**src/rtl/regcmd_pkg.sv**
```systemverilog
`timescale 1ns/1ps
package regcmd_pkg;

    typedef enum logic [2:0] {
        ST_IDLE     = 3'd0,
        ST_WAIT_RDY = 3'd1,
        ST_ISSUE    = 3'd2,
        ST_RD_WAIT  = 3'd3,
        ST_RD_DRAIN = 3'd4
    } seq_state_e;

    function automatic int mask_width(input int data_w);
        return (data_w + 7) / 8;
    endfunction

    // A read is open from its issue cycle until read-data valid has dropped.
    function automatic logic read_open(input seq_state_e st, input logic we);
        return (st == ST_ISSUE && !we) || (st == ST_RD_WAIT) || (st == ST_RD_DRAIN);
    endfunction

endpackage

```
**src/rtl/regcmd_rdy_track.sv**
```systemverilog
`timescale 1ns/1ps
module regcmd_rdy_track (
    input  logic clk,
    input  logic rst,
    input  logic prt_ready,
    input  logic block,
    input  logic consume,
    output logic seen
);
    always_ff @(posedge clk) begin
        if (rst) begin
            seen <= 1'b0;
        end else if (consume) begin
            seen <= 1'b0;
        end else if (prt_ready && !block) begin
            seen <= 1'b1;
        end
    end
endmodule

```
**src/rtl/regcmd_seq.sv**
```systemverilog
`timescale 1ns/1ps
module regcmd_seq #(
    parameter int ADDR_W = 16,
    parameter int DATA_W = 32
) (
    input  logic                                          clk,
    input  logic                                          rst,
    input  logic                                          usr_req,
    input  logic                                          usr_we,
    input  logic [ADDR_W-1:0]                             usr_addr,
    input  logic [regcmd_pkg::mask_width(DATA_W)-1:0]     usr_mask,
    input  logic [DATA_W-1:0]                             usr_wdata,
    input  logic                                          rdy_seen,
    input  logic                                          prt_rvalid,
    output regcmd_pkg::seq_state_e                        state,
    output logic                                          usr_ack,
    output logic                                          prt_valid,
    output logic                                          prt_we,
    output logic [ADDR_W-1:0]                             prt_addr,
    output logic [regcmd_pkg::mask_width(DATA_W)-1:0]     prt_mask,
    output logic [DATA_W-1:0]                             prt_wdata,
    output logic                                          consume,
    output logic                                          rd_take
);
    import regcmd_pkg::*;

    localparam int MASK_W = mask_width(DATA_W);

    seq_state_e state_nx;
    logic       take_req;

    assign take_req  = (state == ST_IDLE) && usr_req;
    assign consume   = (state == ST_WAIT_RDY) && rdy_seen;
    assign prt_valid = (state == ST_ISSUE);
    assign rd_take   = (state == ST_RD_WAIT) && prt_rvalid;

    always_comb begin
        state_nx = state;
        unique case (state)
            ST_IDLE:     if (usr_req)     state_nx = ST_WAIT_RDY;
            ST_WAIT_RDY: if (rdy_seen)    state_nx = ST_ISSUE;
            ST_ISSUE:    state_nx = prt_we ? ST_IDLE : ST_RD_WAIT;
            ST_RD_WAIT:  if (prt_rvalid)  state_nx = ST_RD_DRAIN;
            ST_RD_DRAIN: if (!prt_rvalid) state_nx = ST_IDLE;
            default:     state_nx = ST_IDLE;
        endcase
    end

    always_ff @(posedge clk) begin
        if (rst) begin
            state     <= ST_IDLE;
            usr_ack   <= 1'b0;
            prt_we    <= 1'b0;
            prt_addr  <= '0;
            prt_mask  <= '0;
            prt_wdata <= '0;
        end else begin
            state   <= state_nx;
            usr_ack <= take_req;
            if (take_req) begin
                prt_we    <= usr_we;
                prt_addr  <= usr_addr;
                prt_mask  <= usr_mask[MASK_W-1:0];
                prt_wdata <= usr_wdata;
            end
        end
    end
endmodule

```
**src/rtl/regcmd_rd_capture.sv**
```systemverilog
`timescale 1ns/1ps
module regcmd_rd_capture #(
    parameter int DATA_W = 32
) (
    input  logic              clk,
    input  logic              rst,
    input  logic              take,
    input  logic [DATA_W-1:0] prt_rdata,
    output logic              usr_rvalid,
    output logic [DATA_W-1:0] usr_rdata
);
    always_ff @(posedge clk) begin
        if (rst) begin
            usr_rvalid <= 1'b0;
            usr_rdata  <= '0;
        end else begin
            usr_rvalid <= take;
            if (take) begin
                usr_rdata <= prt_rdata;
            end
        end
    end
endmodule

```
**src/rtl/regcmd_master.sv**
```systemverilog
`timescale 1ns/1ps
module regcmd_master #(
    parameter int ADDR_W = 16,
    parameter int DATA_W = 32
) (
    input  logic                                      clk,
    input  logic                                      rst,
    input  logic                                      usr_req,
    input  logic                                      usr_we,
    input  logic [ADDR_W-1:0]                         usr_addr,
    input  logic [regcmd_pkg::mask_width(DATA_W)-1:0] usr_mask,
    input  logic [DATA_W-1:0]                         usr_wdata,
    output logic                                      usr_ack,
    output logic                                      usr_rvalid,
    output logic [DATA_W-1:0]                         usr_rdata,
    input  logic                                      prt_ready,
    output logic                                      prt_valid,
    output logic                                      prt_we,
    output logic [ADDR_W-1:0]                         prt_addr,
    output logic [regcmd_pkg::mask_width(DATA_W)-1:0] prt_mask,
    output logic [DATA_W-1:0]                         prt_wdata,
    input  logic                                      prt_rvalid,
    input  logic [DATA_W-1:0]                         prt_rdata,
    output logic                                      prt_accept
);
    import regcmd_pkg::*;

    seq_state_e state;
    logic       rdy_seen;
    logic       consume;
    logic       rd_take;
    logic       rd_block;

    assign rd_block   = read_open(state, prt_we);
    assign prt_accept = rd_take;

    regcmd_rdy_track u_rdy (
        .clk       (clk),
        .rst       (rst),
        .prt_ready (prt_ready),
        .block     (rd_block),
        .consume   (consume),
        .seen      (rdy_seen)
    );

    regcmd_seq #(
        .ADDR_W (ADDR_W),
        .DATA_W (DATA_W)
    ) u_seq (
        .clk        (clk),
        .rst        (rst),
        .usr_req    (usr_req),
        .usr_we     (usr_we),
        .usr_addr   (usr_addr),
        .usr_mask   (usr_mask),
        .usr_wdata  (usr_wdata),
        .rdy_seen   (rdy_seen),
        .prt_rvalid (prt_rvalid),
        .state      (state),
        .usr_ack    (usr_ack),
        .prt_valid  (prt_valid),
        .prt_we     (prt_we),
        .prt_addr   (prt_addr),
        .prt_mask   (prt_mask),
        .prt_wdata  (prt_wdata),
        .consume    (consume),
        .rd_take    (rd_take)
    );

    regcmd_rd_capture #(
        .DATA_W (DATA_W)
    ) u_rd (
        .clk        (clk),
        .rst        (rst),
        .take       (rd_take),
        .prt_rdata  (prt_rdata),
        .usr_rvalid (usr_rvalid),
        .usr_rdata  (usr_rdata)
    );
endmodule

```
**config.mk**
```make
export PLATFORM = sky130hd
export DESIGN_NAME = regcmd_master
export DESIGN_NICKNAME = d
export VERILOG_FILES = /design/src/rtl/regcmd_pkg.sv /design/src/rtl/regcmd_rdy_track.sv /design/src/rtl/regcmd_seq.sv /design/src/rtl/regcmd_rd_capture.sv /design/src/rtl/regcmd_master.sv
export SDC_FILE = /design/constraint.sdc
export NUM_CORES = 1
export LEC_CHECK = 0
export ABC_AREA = 1
export BUFFER_PORTS_ARGS = -buffer_cell sky130_fd_sc_hd__buf_2
export CAP_MARGIN = 40
export CORE_MARGIN = 2
export CORE_UTILIZATION = 48
export CTS_BUF_LIST = sky130_fd_sc_hd__clkbuf_16
export CTS_CLUSTER_DIAMETER = 100
export DETAILED_ROUTE_END_ITERATION = 6
export PLACE_DENSITY = 0.84
export SYNTH_ARGS = -nofsm -noshare
export SYNTH_HDL_FRONTEND = slang
export SYNTH_SLANG_ARGS = --single-unit
export TNS_END_PERCENT = 10
```
**constraint.sdc**
```tcl
create_clock -name clk -period 3.1 [get_ports clk]
set_input_delay 0.155 -clock clk [delete_from_list [all_inputs] [get_ports clk]]
set_output_delay 0.155 -clock clk [all_outputs]
set_load 0.01 [all_outputs]
```
# Yosys cells after proc, flatten, opt, wreduce, memory -nomap -nowiden
# Index checks and enable logic that the tools add are counted.
dict set report classes {
  reduce_logical 12
  n_mux 6
  n_eq_ne 8
}
# operator count
set op_table {}
lappend op_table {{$pmux 3 s5} 1}
lappend op_table {{$mux 3} 4}
lappend op_table {{$ne 2x2->1 const B} 4}
lappend op_table {{$eq 3x2->1 const B} 2}
lappend op_table {{$logic_and 1x1->1} 5}
lappend op_table {{$reduce_and 4->1} 1}
lappend op_table {{$eq 3x1->1 const B} 1}
lappend op_table {{$eq 3x3->1 const B} 1}
lappend op_table {{$logic_not 3->1} 1}
lappend op_table {{$logic_not 1->1} 2}
lappend op_table {{$logic_or 1x1->1} 2}
lappend op_table {{$mux 2} 1}
lappend op_table {{$reduce_or 2->1} 1}
dict set report totals {
  inputBits 90
  word_cells 35
  register_bits 91
  out_inout_bits 89
}

# Longest topological paths before layout
# Gate-level depths: netlist (run 1).
dict set report depth {
  depth_word 6
  ltp_mapped 8
  depth_no_buf 8
}

# Modules after synthesis
# From an unflattened synthesis (run 1), not the netlist that was laid out.
dict set report unflattened {
  cells_unflattened 489
  hier_area_um2 3582.2
}
# module area_per_inst_um2 seq_area_each_um2 cells_per_inst n_inst
set modules_own_cells {}
lappend modules_own_cells {regcmd_seq 2148.3 1141.1 268 1}
lappend modules_own_cells {regcmd_rd_capture 1352.5 660.6 206 1}
lappend modules_own_cells {regcmd_rdy_track 51.3 20.0 8 1}
lappend modules_own_cells {regcmd_master 30.0 0.0 7 1}

# Least setup slack after synthesis (run 1)
# OpenSTA, ideal clock, no wires.
dict set report synth_path {
  path_kind {register to register}
  from {reg u_seq.state[1]}
  to {reg u_rd.usr_rdata[23]}
  required_time_ps 3030
  stages_incl_launch_ff 8
  setup_time_ps 70
  n_path_buf 1
  arrival_time_ps 1070
  period_less_slack_ps 1140
  slack_ps 1960
  path_cell_list {dfxtp_1 -> nand2_1 -> nor2_4 -> nand2_4 -> clkinv_2 -> buf_6 -> nand2_2 -> a21oi_2}
}
dict set report synth_between {
  elab_chain_cells 2
}
# element line
set synth_rtl {}
lappend synth_rtl {{start, declared} regcmd_seq.sv:15} ;# output regcmd_pkg::seq_state_e state,
lappend synth_rtl {{start signal, assigned} regcmd_seq.sv:58} ;# state <= state_nx;
lappend synth_rtl {{$eq 3x2->1} regcmd_seq.sv:35} ;# assign rd_take = (state == ST_RD_WAIT) && prt_rvalid;
lappend synth_rtl {{$logic_and 1x1->1} regcmd_seq.sv:35}
lappend synth_rtl {{net prt_accept} regcmd_master.sv:24} ;# output logic prt_accept
lappend synth_rtl {{end signal, assigned} regcmd_rd_capture.sv:19} ;# usr_rdata <= prt_rdata;
lappend synth_rtl {{end, declared} regcmd_rd_capture.sv:10} ;# output logic [DATA_W-1:0] usr_rdata
# The timed path passes the listed nets, and every way through them passes these cells.
# A chain may end at the register's enable or synchronous reset.

# Worst setup path after layout (run 1)
dict set report layout_path {
  from {reg u_seq.state[2]}
  to {out prt_accept}
}
dict set report layout_between {
  elab_chain_cells 2
}
# element line
set layout_rtl {}
lappend layout_rtl {{$eq 3x2->1} regcmd_seq.sv:35}
lappend layout_rtl {{$logic_and 1x1->1} regcmd_seq.sv:35}
lappend layout_rtl {{end, declared} regcmd_master.sv:24}
# No other way between the ends.

==> metrics, run 1 <==
Sink Count 91; post-route ant nets 0; Async SR Flop Fraction 0%; largest net degree at the start of global routing 61; Post-Route WL 8040 um; Setup Skew 9.90 ps; post-synthesis cell area 3440 um^2; CP bufs+invs 2; vias in the first global route 2915; Setup Viol. Count Final 0; Syn Inst Count 415; fin area 4620 um^2; clock root cell clkbuf_16; final worst path period need 2270 ps; Max IR drop VDD 0.335 mV; Antenna diodes 0; GPL Wtd Cong 0.713; Seq cells post-synth 91; Setup Fix Bufs, Post-CTS 0; clk slew on worst S/H paths 70 ps; Pre-Repair DR Iteration Count 4; top cell type's share of synthesized area 53.0%; post-synth cell types 25; Hold Path Depth 3; Max Freq 0.440 GHz; Max clock buf depth 2; worst stage delay on the critical path 570 ps; Initial Util 50.1%; post-CTS sizing 0; dpl ws 1130 ps; Worst Slack Setup Final 826 ps; WL/cell 11.8 um; height of the die 88.7 um; share of cells above drive strength 1 41.2%; EDFF count, synth 0; dominant cell type by area after synthesis dfxtp_1; Placed Area 4320 um^2; first-pass GRT wire length 12400 um; crit end category output pin; Crit-path slowest cell clkinv_2; slew margin rel. 49.0%; R2R Path End u_seq.prt_addr[15]; Synth Warn # 0; RSZ-0062 raised after global routing false; total congestion overflow 0; Vias/cell 4.72; logic depth of the worst register-to-register path 5; Clk Latency, worst-skew pair 330 ps; Core Region 6870 um^2; synth top area cells dfxtp_1 53%, a21oi_1 9.9%, o21ai_0 7.3%, inv_1 6.5%, nand2_1 6.0%; port bufs 178; Hold Crit Class in -> reg; reg-to-reg slack, setup 1120 ps; Arr. time, crit path 2120 ps; CP required 2940 ps; post-route DRC violation count 0; DR vias 3212; hold slack 69.9 ps; outcome finished, final reports clean; CP startpoint kind flip-flop; DIE WIDTH 88.7 um; final hold violation count 0; I/O pin total 179; setup TNS 0 ps; Static Leak 2.16 nW; Worst-Margin Slew 764 ps; Design Power 3.60 mW; pwr dens 779 nW/um^2; Final Slew Violations 0; hpwl dp 5910 um; Layout Nets 670; crit path max fanout 35; Std-Cell Rows 30; min-delay src prt_rdata[26]; Seq/Total Area, Yosys 53.0%; Max Cap Violations 0; TritonCTS Buffers 9; Finished Layout Cells 681; Final period util 73.3%; synth cell count leaders 91 x dfxtp_1, 68 x a21oi_1, 60 x inv_1; GRT Total Usage 19.9%; DRT iter0 DRCs 97; DP Cell Count 665; worst reg2reg startpoint u_seq.state[0]; critical path type reg -> out; die area 7860 um^2; CTS tree yes; htree depth 3; Synth Flop Type dfxtp_1; CTS Hold Buffers Added 0; hold path endpoint u_rd.usr_rdata[26]; final core utilization 67.2%; most common cell in the netlist dfxtp_1; area delta synth->final 34.3%; CP delay by family, top buffers and inverters; Mean Syn Cell Area 8.29 um^2; antenna violations before repair 0; worst path cell trace nor2_4, nand2_4, clkinv_2, buf_2; Syn Nets 505
-- power breakdown --
group	switching, mW	internal (mW)
clock	0.456	0.629
combinational	0.610	0.382
sequential	0.116	1.41
-- layout by cell type, fill, tap and decap left out --
| master | n |
|---|---|
| o21ai_0 | 50 |
| buf_12 | 1 |
| o21ai_1 | 4 |
| a21oi_1 | 68 |
| nand3_2 | 1 |
| buf_2 | 178 |
| o211ai_1 | 1 |
| nand2_4 | 1 |
| a21oi_2 | 19 |
| buf_4 | 2 |
| nand2_1 | 55 |
| nor2_1 | 8 |
| nand2_2 | 19 |
| nor2_2 | 1 |
| clkbuf_16 | 9 |
| clkinv_2 | 2 |
| clkinvlp_4 | 3 |
| inv_6 | 2 |
| nand3_1 | 3 |
| nand4_1 | 2 |
| dfxtp_1 | 91 |
| bufinv_16 | 1 |
| nor3_1 | 1 |
| inv_2 | 1 |
| nor2_4 | 1 |
| inv_1 | 60 |
| and2_0 | 1 |
-- tightest hold or removal path: stages --
cell	delay, ps
buf_2	100
nand2_2	60
a21oi_2	40
-- metal layers --
layer  part of all wire (%)  up-vias  wire length, um  track usage [%]
met1                     42     1433             3380             22.5
met4                   0.92        0               74             6.75
li1                       -     1654                -                -
met3                    8.4        6              677             5.78
met5                      0        -                0                0
met2                     49      119             3910             35.7
-- worst max-delay path by stage --
stage	start	to	slack [ps]	cells past startpoint
2_1_floorplan	u_seq.state[1]	u_rd.usr_rdata[23]	1960	7
3_3_place_gp	u_seq.state[2]	prt_accept	1160	4
3_5_place_dp	u_seq.state[0]	u_seq.prt_addr[1]	1130	5
4_1_cts	u_seq.state[2]	prt_accept	810	4
5_1_grt	u_seq.state[2]	prt_accept	660	4
6_report	u_seq.state[2]	prt_accept	830	4
-- flip-flops by register name, summed over array words and instances (netlist names) --
| register | cells |
|---|---|
| u_rd.usr_rdata | 32 |
| u_rd.usr_rvalid | 1 |
| u_rdy.seen | 1 |
| u_seq.prt_addr | 16 |
| u_seq.prt_mask | 4 |
| u_seq.prt_wdata | 32 |
| u_seq.prt_we | 1 |
| u_seq.state | 3 |
| u_seq.usr_ack | 1 |
-- cell families (layout without fill, tap and decap cells) --
kind of cell    Yosys count  after routing  synth area share [%]
flops                    91             91                  53.0
compound gates          142            142                  22.8
buf+inv                  89            259                  11.6
simple gates             93             93                  12.6
-- cell type report --
type / count / area (um^2)
Tap cell: 96 / 120
Inverter: 62 / 234
Timing Repair Buffer: 181 / 926
Sequential cell: 91 / 1820
Clock buffer: 9 / 225
Fill cell: 586 / 2250
Multi-Input combinational cell: 235 / 1220
Clock inverter: 7 / 75.1
No activity file was read; power rests on OpenSTA's default activity.
==> run 2: changes to the inputs <==
--- a/config.mk
+++ b/config.mk
@@ -5,15 +5,15 @@
 export SDC_FILE = /design/constraint.sdc
 export NUM_CORES = 1
 export LEC_CHECK = 0
-export ABC_AREA = 1
+export ABC_AREA = 0
 export BUFFER_PORTS_ARGS = -buffer_cell sky130_fd_sc_hd__buf_2
 export CAP_MARGIN = 40
 export CORE_MARGIN = 2
-export CORE_UTILIZATION = 48
+export CORE_UTILIZATION = 40
 export CTS_BUF_LIST = sky130_fd_sc_hd__clkbuf_16
 export CTS_CLUSTER_DIAMETER = 100
 export DETAILED_ROUTE_END_ITERATION = 6
-export PLACE_DENSITY = 0.84
+export PLACE_DENSITY = 0.76
 export SYNTH_ARGS = -nofsm -noshare
 export SYNTH_HDL_FRONTEND = slang
 export SYNTH_SLANG_ARGS = --single-unit
==> constraint.sdc (replaced) <==
create_clock -name clk -period 1.9 [get_ports clk]
set_input_delay 0.095 -clock clk [delete_from_list [all_inputs] [get_ports clk]]
set_output_delay 0.095 -clock clk [all_outputs]
set_load 0.01 [all_outputs]
==> run 2 against run 1 <==
  * Worst hold slack got worse by 57 ps
  * Die area rose by 14%
  * Highest routed layer unchanged
  * First-iteration DRC count increased by 21%
  * Sequential cell count did not move
  * Clock power up 75%
  * Clock skew down 4.0 ps
  * Synthesized cell count decreased by 3.4%
  * Largest cell class unchanged
  * Cell area is 7.9% higher
  * Utilization decreased by 5.6 points
==> metrics, run 2 <==
Sink Count 91 (unchanged); crit end category flip-flop (was output pin); DR vias 3416 (was 3212); Synth Flop Type dfxtp_1 (unchanged); Top Registers u_rd.usr_rdata (32), u_seq.prt_wdata (32), u_seq.prt_addr (16) (unchanged); Clk Latency, worst-skew pair 320 ps (was 330 ps); antenna violations before repair 0 (unchanged); setup TNS 0 ps (unchanged); total congestion overflow 0 (unchanged); most frequent cells in the layout 178 x buf_2, 171 x nand2_1, 91 x dfxtp_1 (was 178 x buf_2, 91 x dfxtp_1, 68 x a21oi_1); grt peak-use layer met2 (unchanged); Post-Route WL 8910 um (was 8040 um); Max Cap Violations 0 (unchanged); port bufs 178 (unchanged); Seq/Total Area, Yosys 55.3% (was 53.0%); Worst-Margin Slew 666 ps (was 764 ps); htree depth 3 (unchanged); worst path cell trace or4b_2, buf_4, nand2_1, a21oi_1 (was nor2_4, nand2_4, clkinv_2, buf_2); largest net degree at the start of global routing 55 (was 61); pwr dens 905 nW/um^2 (was 779 nW/um^2); slew margin rel. 55.6% (was 49.0%); Layout Nets 705 (was 670); synth top area cells dfxtp_1 55%, nand2_1 19%, a21oi_1 13%, buf_6 4.4%, clkbuf_1 1.5% (was dfxtp_1 53%, a21oi_1 9.9%, o21ai_0 7.3%, inv_1 6.5%, nand2_1 6.0%); area delta synth->final 51.5% (was 34.3%); post-synthesis cell area 3290 um^2 (was 3440 um^2); share of cells above drive strength 1 33.9% (was 41.2%); Setup Skew 5.91 ps (was 9.90 ps); post-route ant nets 0 (unchanged); DIE WIDTH 94.7 um (was 88.7 um); crit path max fanout 54 (was 35); Max IR drop VDD 0.540 mV (was 0.335 mV); clock root cell clkbuf_16 (unchanged); first-pass GRT wire length 13800 um (was 12400 um); final hold violation count 0 (unchanged); CTS tree yes (unchanged); top cell type's share of synthesized area 55.3% (was 53.0%); Max Freq 0.599 GHz; Setup Viol. Count Final 0 (unchanged); Mean Syn Cell Area 8.21 um^2 (was 8.29 um^2); Max clock buf depth 2 (unchanged); Static Leak 2.32 nW (was 2.16 nW); worst stage delay on the critical path 660 ps (was 570 ps); Vias/cell 4.71 (was 4.72); most common cell in the netlist nand2_1 (was dfxtp_1); clk slew on worst S/H paths 60 ps (was 70 ps); Antenna diodes 0 (unchanged); vias in the first global route 3206 (was 2915); TritonCTS Buffers 9 (unchanged); Seq cells post-synth 91 (unchanged); post-route DRC violation count 0 (unchanged); post-synth cell types 22 (was 25); Hold Crit Class in -> reg (unchanged); Final period util 87.9%; Syn Nets 491 (was 505); Final Slew Violations 0 (unchanged); Synth Warn # 0 (unchanged); dominant cell type by area after synthesis dfxtp_1 (unchanged); Crit-path slowest cell or4b_2 (was clkinv_2); GPL Wtd Cong 0.728 (was 0.713); Core Region 8090 um^2 (was 6870 um^2); Design Power 4.51 mW (was 3.60 mW); outcome finished, final reports clean (unchanged); I/O pin total 179 (unchanged); routing usage on met3 4.95% (was 5.78%); CP startpoint kind flip-flop (unchanged); height of the die 94.7 um (was 88.7 um); Arr. time, crit path 1850 ps (was 2120 ps); CP required 2080 ps (was 2940 ps); Std-Cell Rows 33 (was 30); synth cell count leaders 171 x nand2_1, 91 x dfxtp_1, 85 x a21oi_1 (was 91 x dfxtp_1, 68 x a21oi_1, 60 x inv_1); reg-to-reg slack, setup 230 ps (was 1120 ps); Pre-Repair DR Iteration Count 4 (unchanged); final core utilization 61.6% (was 67.2%); final worst path period need 1670 ps; most common cell after layout, fill and taps aside buf_2 (unchanged); critical path type reg -> reg (was reg -> out); Initial Util 40.7% (was 50.1%); Syn Inst Count 401 (was 415); met2 Track Usage GR 36.9% (was 35.7%); die area 8970 um^2 (was 7860 um^2); EDFF count, synth 0 (unchanged); grt met1 use 19.7% (was 22.5%); GRT Total Usage 19.3% (was 19.9%); hpwl dp 5840 um (was 5910 um); WL/cell 12.3 um (was 11.8 um); Async SR Flop Fraction 0% (unchanged); RSZ-0062 raised after global routing false (unchanged); post-CTS sizing 0 (unchanged); DRT iter0 DRCs 117 (was 97)
## run 2: where the power goes
part	switching (mW)	internal (mW)	total (mW)
sequential	0.0436	2.00	2.04
clock	0.730	1.16	1.89
combinational	0.297	0.282	0.579
## run 2: path summary, 6_finish.rpt
check / startpoint / to / depth (start not counted)
max: u_seq.state[2] / u_seq.prt_wdata[7] / 4
min: prt_rdata[19] / u_rd.usr_rdata[19] / 3
max reg2reg: u_seq.state[2] / u_seq.prt_wdata[7] / 4
min reg2reg: u_seq.prt_addr[13] / u_seq.prt_addr[13] / 2
## run 2: cells by family (layout without fill, tap and decap cells)
group                  Yosys count  in the layout  synth area share, %
multiplexers                     1              1                0.684
buffers and inverters           32            251                 6.77
AO/OA/AOI/OAI                   90             90                 14.0
AND/OR/NAND/NOR                187            187                 23.2
flip-flops                      91             91                 55.3
## run 2: routing by layer
layer  share of wire (%)  routed length [um]  up-vias
li1                    -                   -     1719
met1                  39                3500     1578
met2                  53                4730      111
met3                 6.4                 573        8
met4                 1.3                 114        0
met5                   0                   0        -
## run 2: critical path: cells and delay by family, from the launching register on
kind,cells,cell delay [ps]
compound gates,1,70
buf+inv,1,320
flops,1,310
simple gates,2,800
## run 2: final cells by class
type,count,area (um^2)
timing repair buffer,233,1450
multi-input combinational,278,1250
sequential,91,1820
clock inverter,7,98.8
fill,704,3110
inverter,2,7.51
clock buffer,9,225
tap,105,131
## run 2: through the flow
stage | setup WS [ps] | cell area, um^2 | hold WS [ps] | instances
final | 230 | 4990 | 13.4 | 725
after global routing | 172 | 4990 | 5.59 | 725
after CTS | 240 | 4980 | 0.104 | 724
after detailed placement | 246 | 4210 | 340 | 664
after global placement | 292 | 4210 | 334 | 664
after floorplan | 446 | 3290 | 231 | 401
## run 2: timing repair
item,4_1_cts,5_1_grt
setup buffers,0,0
hold endpoints to repair,44,1
hold buffers,44,1
==> run 3: changes to the inputs <==
--- a/config.mk
+++ b/config.mk
@@ -8,7 +8,7 @@
 export ABC_AREA = 0
 export BUFFER_PORTS_ARGS = -buffer_cell sky130_fd_sc_hd__buf_2
 export CAP_MARGIN = 40
-export CORE_MARGIN = 2
+export CORE_MARGIN = 10
 export CORE_UTILIZATION = 40
 export CTS_BUF_LIST = sky130_fd_sc_hd__clkbuf_16
 export CTS_CLUSTER_DIAMETER = 100
==> run 3 against run 2 <==
  * Setup slack worse by 20 ps
  * Non-clock buffer count down 6
  * First-iteration DRC count up 49%
  * Maximum frequency down 1.2%
  * Cell count down 0.69%
  * Sequential share of layout area up 0.21 points
  * Register-to-register slack worse by 20 ps
  * Critical path type unchanged
  * Highest routed layer unchanged
==> metrics, run 3 (synthesized netlist as in run 2, its figures left out) <==
outcome finished, final reports clean (unchanged); critical path type reg -> reg (unchanged); Layout Nets 699 (was 705); crit end category flip-flop (unchanged); share of cells above drive strength 1 34.5% (was 33.9%); Hold Crit Class in -> reg (unchanged); port bufs 178 (unchanged); Max clock buf depth 2 (unchanged); clock root cell clkbuf_16 (unchanged); final worst path period need 1690 ps (was 1670 ps); pwr dens 966 nW/um^2 (was 905 nW/um^2); min-delay src usr_wdata[20] (was prt_rdata[19]); Setup Skew 4.78 ps (was 5.91 ps); Net Switching 1.09 mW (was 1.07 mW); crit path max fanout 54 (unchanged); Placed Area 4210 um^2 (about the same); Setup Viol. Count Final 0 (unchanged); post-route DRC violation count 0 (unchanged); fin area 4960 um^2 (was 4990 um^2); Core Region 8090 um^2 (unchanged); crit path launch u_seq.state[2] (unchanged); worst stage delay on the critical path 670 ps (was 660 ps); die area 12300 um^2 (was 8970 um^2); GPL Wtd Cong 0.738 (was 0.728); GRT Total Usage 16.5% (was 19.3%); Top Registers u_rd.usr_rdata (32), u_seq.prt_wdata (32), u_seq.prt_addr (16) (unchanged); setup TNS 0 ps (unchanged); hold path endpoint u_seq.prt_wdata[20] (was u_rd.usr_rdata[19]); Comb pwr share 11.9% (was 12.8%); DR vias 3423 (was 3416); reg-to-reg slack, setup 210 ps (was 230 ps); first-pass GRT wire length 16900 um (was 13800 um); largest net degree at the start of global routing 55 (unchanged); fillers 741 (was 704); post-route ant nets 0 (unchanged); DIE WIDTH 111 um (was 94.7 um); Pre-Repair DR Iteration Count 6 (was 4); Hold Path Depth 3 (unchanged); CP startpoint kind flip-flop (unchanged); TritonCTS Buffers 9 (unchanged); I/O pin total 179 (unchanged); hpwl dp 7400 um (was 5840 um); Crit-path slowest cell or4b_2 (unchanged); Max Cap Violations 0 (unchanged); final hold violation count 0 (unchanged); most frequent cells in the layout 178 x buf_2, 171 x nand2_1, 91 x dfxtp_1 (unchanged); DRT iter0 DRCs 174 (was 117); Std-Cell Rows 33 (unchanged); final core utilization 61.3% (was 61.6%); R2R Path End u_seq.prt_addr[14] (was u_seq.prt_wdata[7]); total congestion overflow 0 (unchanged); Final period util 88.9% (was 87.9%); height of the die 111 um (was 94.7 um); internal power 3.70 mW (was 3.44 mW); area delta synth->final 50.6% (was 51.5%); clk slew on worst S/H paths 70 ps (was 60 ps); slew margin rel. 54.2% (was 55.6%); most common cell after layout, fill and taps aside buf_2 (unchanged); Max IR drop VDD 0.527 mV (was 0.540 mV); Final Slew Violations 0 (unchanged); logic depth of the worst register-to-register path 4 (unchanged); Vias/cell 4.75 (was 4.71); antenna violations before repair 1 (was 0); CP bufs+invs 1 (unchanged); Worst-Margin Slew 688 ps (was 666 ps); worst path cell trace or4b_2, buf_4, nand2_1, a21oi_1 (unchanged); RSZ-0062 raised after global routing false (unchanged); CP delay by family, top simple AND/OR/NAND/NOR gates (unchanged); Post-Route WL 10500 um (was 8910 um); worst reg2reg startpoint u_seq.state[2] (unchanged); Max Freq 0.592 GHz (was 0.599 GHz); Static Leak 2.31 nW (was 2.32 nW); Clk Latency, worst-skew pair 320 ps (about the same); CTS tree yes (unchanged); power share of the clock group 45.4% (was 41.9%); CP required 2080 ps (about the same); Sink Count 91 (unchanged); Seq pwr share 42.7% (was 45.3%); Arr. time, crit path 1870 ps (was 1850 ps); vias in the first global route 3407 (was 3206); WL/cell 14.6 um (was 12.3 um); htree depth 3 (unchanged); Initial Util 40.7% (unchanged); switching share of power 22.8% (was 23.7%)
[run 3: layer usage]
metal / vias to the layer above / track usage [%] / part of all wire, %
met3: 12 / 6.71 / 8.2
li1: 1708 / - / -
met4: 0 / 6.42 / 1.9
met5: - / 0 / 0
met2: 115 / 28.9 / 51
met1: 1588 / 17.2 / 39
[run 3: stage by stage]
step | total power [mW] | instances | hold WS, ps | setup WS [ps]
3_3_place_gp | 2.58 | 666 | 335 | 298
6_report | 4.79 | 720 | 6.46 | 210
3_5_place_dp | 2.60 | 666 | 340 | 242
2_1_floorplan | 2.40 | 401 | 231 | 446
5_1_grt | 4.99 | 720 | 0.689 | 123
4_1_cts | 4.83 | 718 | 0.0845 | 228
[run 3: final cells by class]
cell class                      count  area [um^2]  share of cell area [%]
Clock buffer                        9          225                    4.54
Inverter                            2         7.51                   0.151
Clock inverter                      7          145                    2.93
Sequential cell                    91         1820                    36.7
Antenna cell                        1         2.50                  0.0505
Multi-Input combinational cell    278         1250                    25.2
Tap cell                          105          131                    2.65
Timing Repair Buffer              227         1380                    27.8
[run 3: power by group through the flow]
stage | Sequential (mW) | Combinational, mW | Clock [mW]
CTS | 2.05 | 0.571 | 2.21
detailed placement | 2.09 | 0.513 | 0
floorplan | 2.13 | 0.267 | 0
global placement | 2.08 | 0.498 | 0
finish | 2.05 | 0.571 | 2.17
global route | 2.06 | 0.632 | 2.30
[run 3: timing repair]
item,CTS,global route
resized for setup,0,0
buffers inserted,0,0
hold buffers,36,1
endpoints found under the hold margin,36,1
[run 3: worst max path at each step]
stage / cells past startpoint / slack (ps) / to
floorplan: 6 / 450 / u_seq.prt_we
global route: 5 / 120 / prt_accept
CTS: 4 / 230 / u_seq.prt_addr[14]
global placement: 4 / 300 / u_seq.prt_addr[10]
finish: 4 / 210 / u_seq.prt_addr[14]
detailed placement: 4 / 240 / u_seq.prt_addr[14]
[run 3: worst reg2reg max path, delay by kind of cell, from the launching register on]
| kind | cells | cell delay [ps] |
|---|---|---|
| simple gates | 2 | 830 |
| buf+inv | 1 | 320 |
| flops | 1 | 310 |
| compound gates | 1 | 80 |
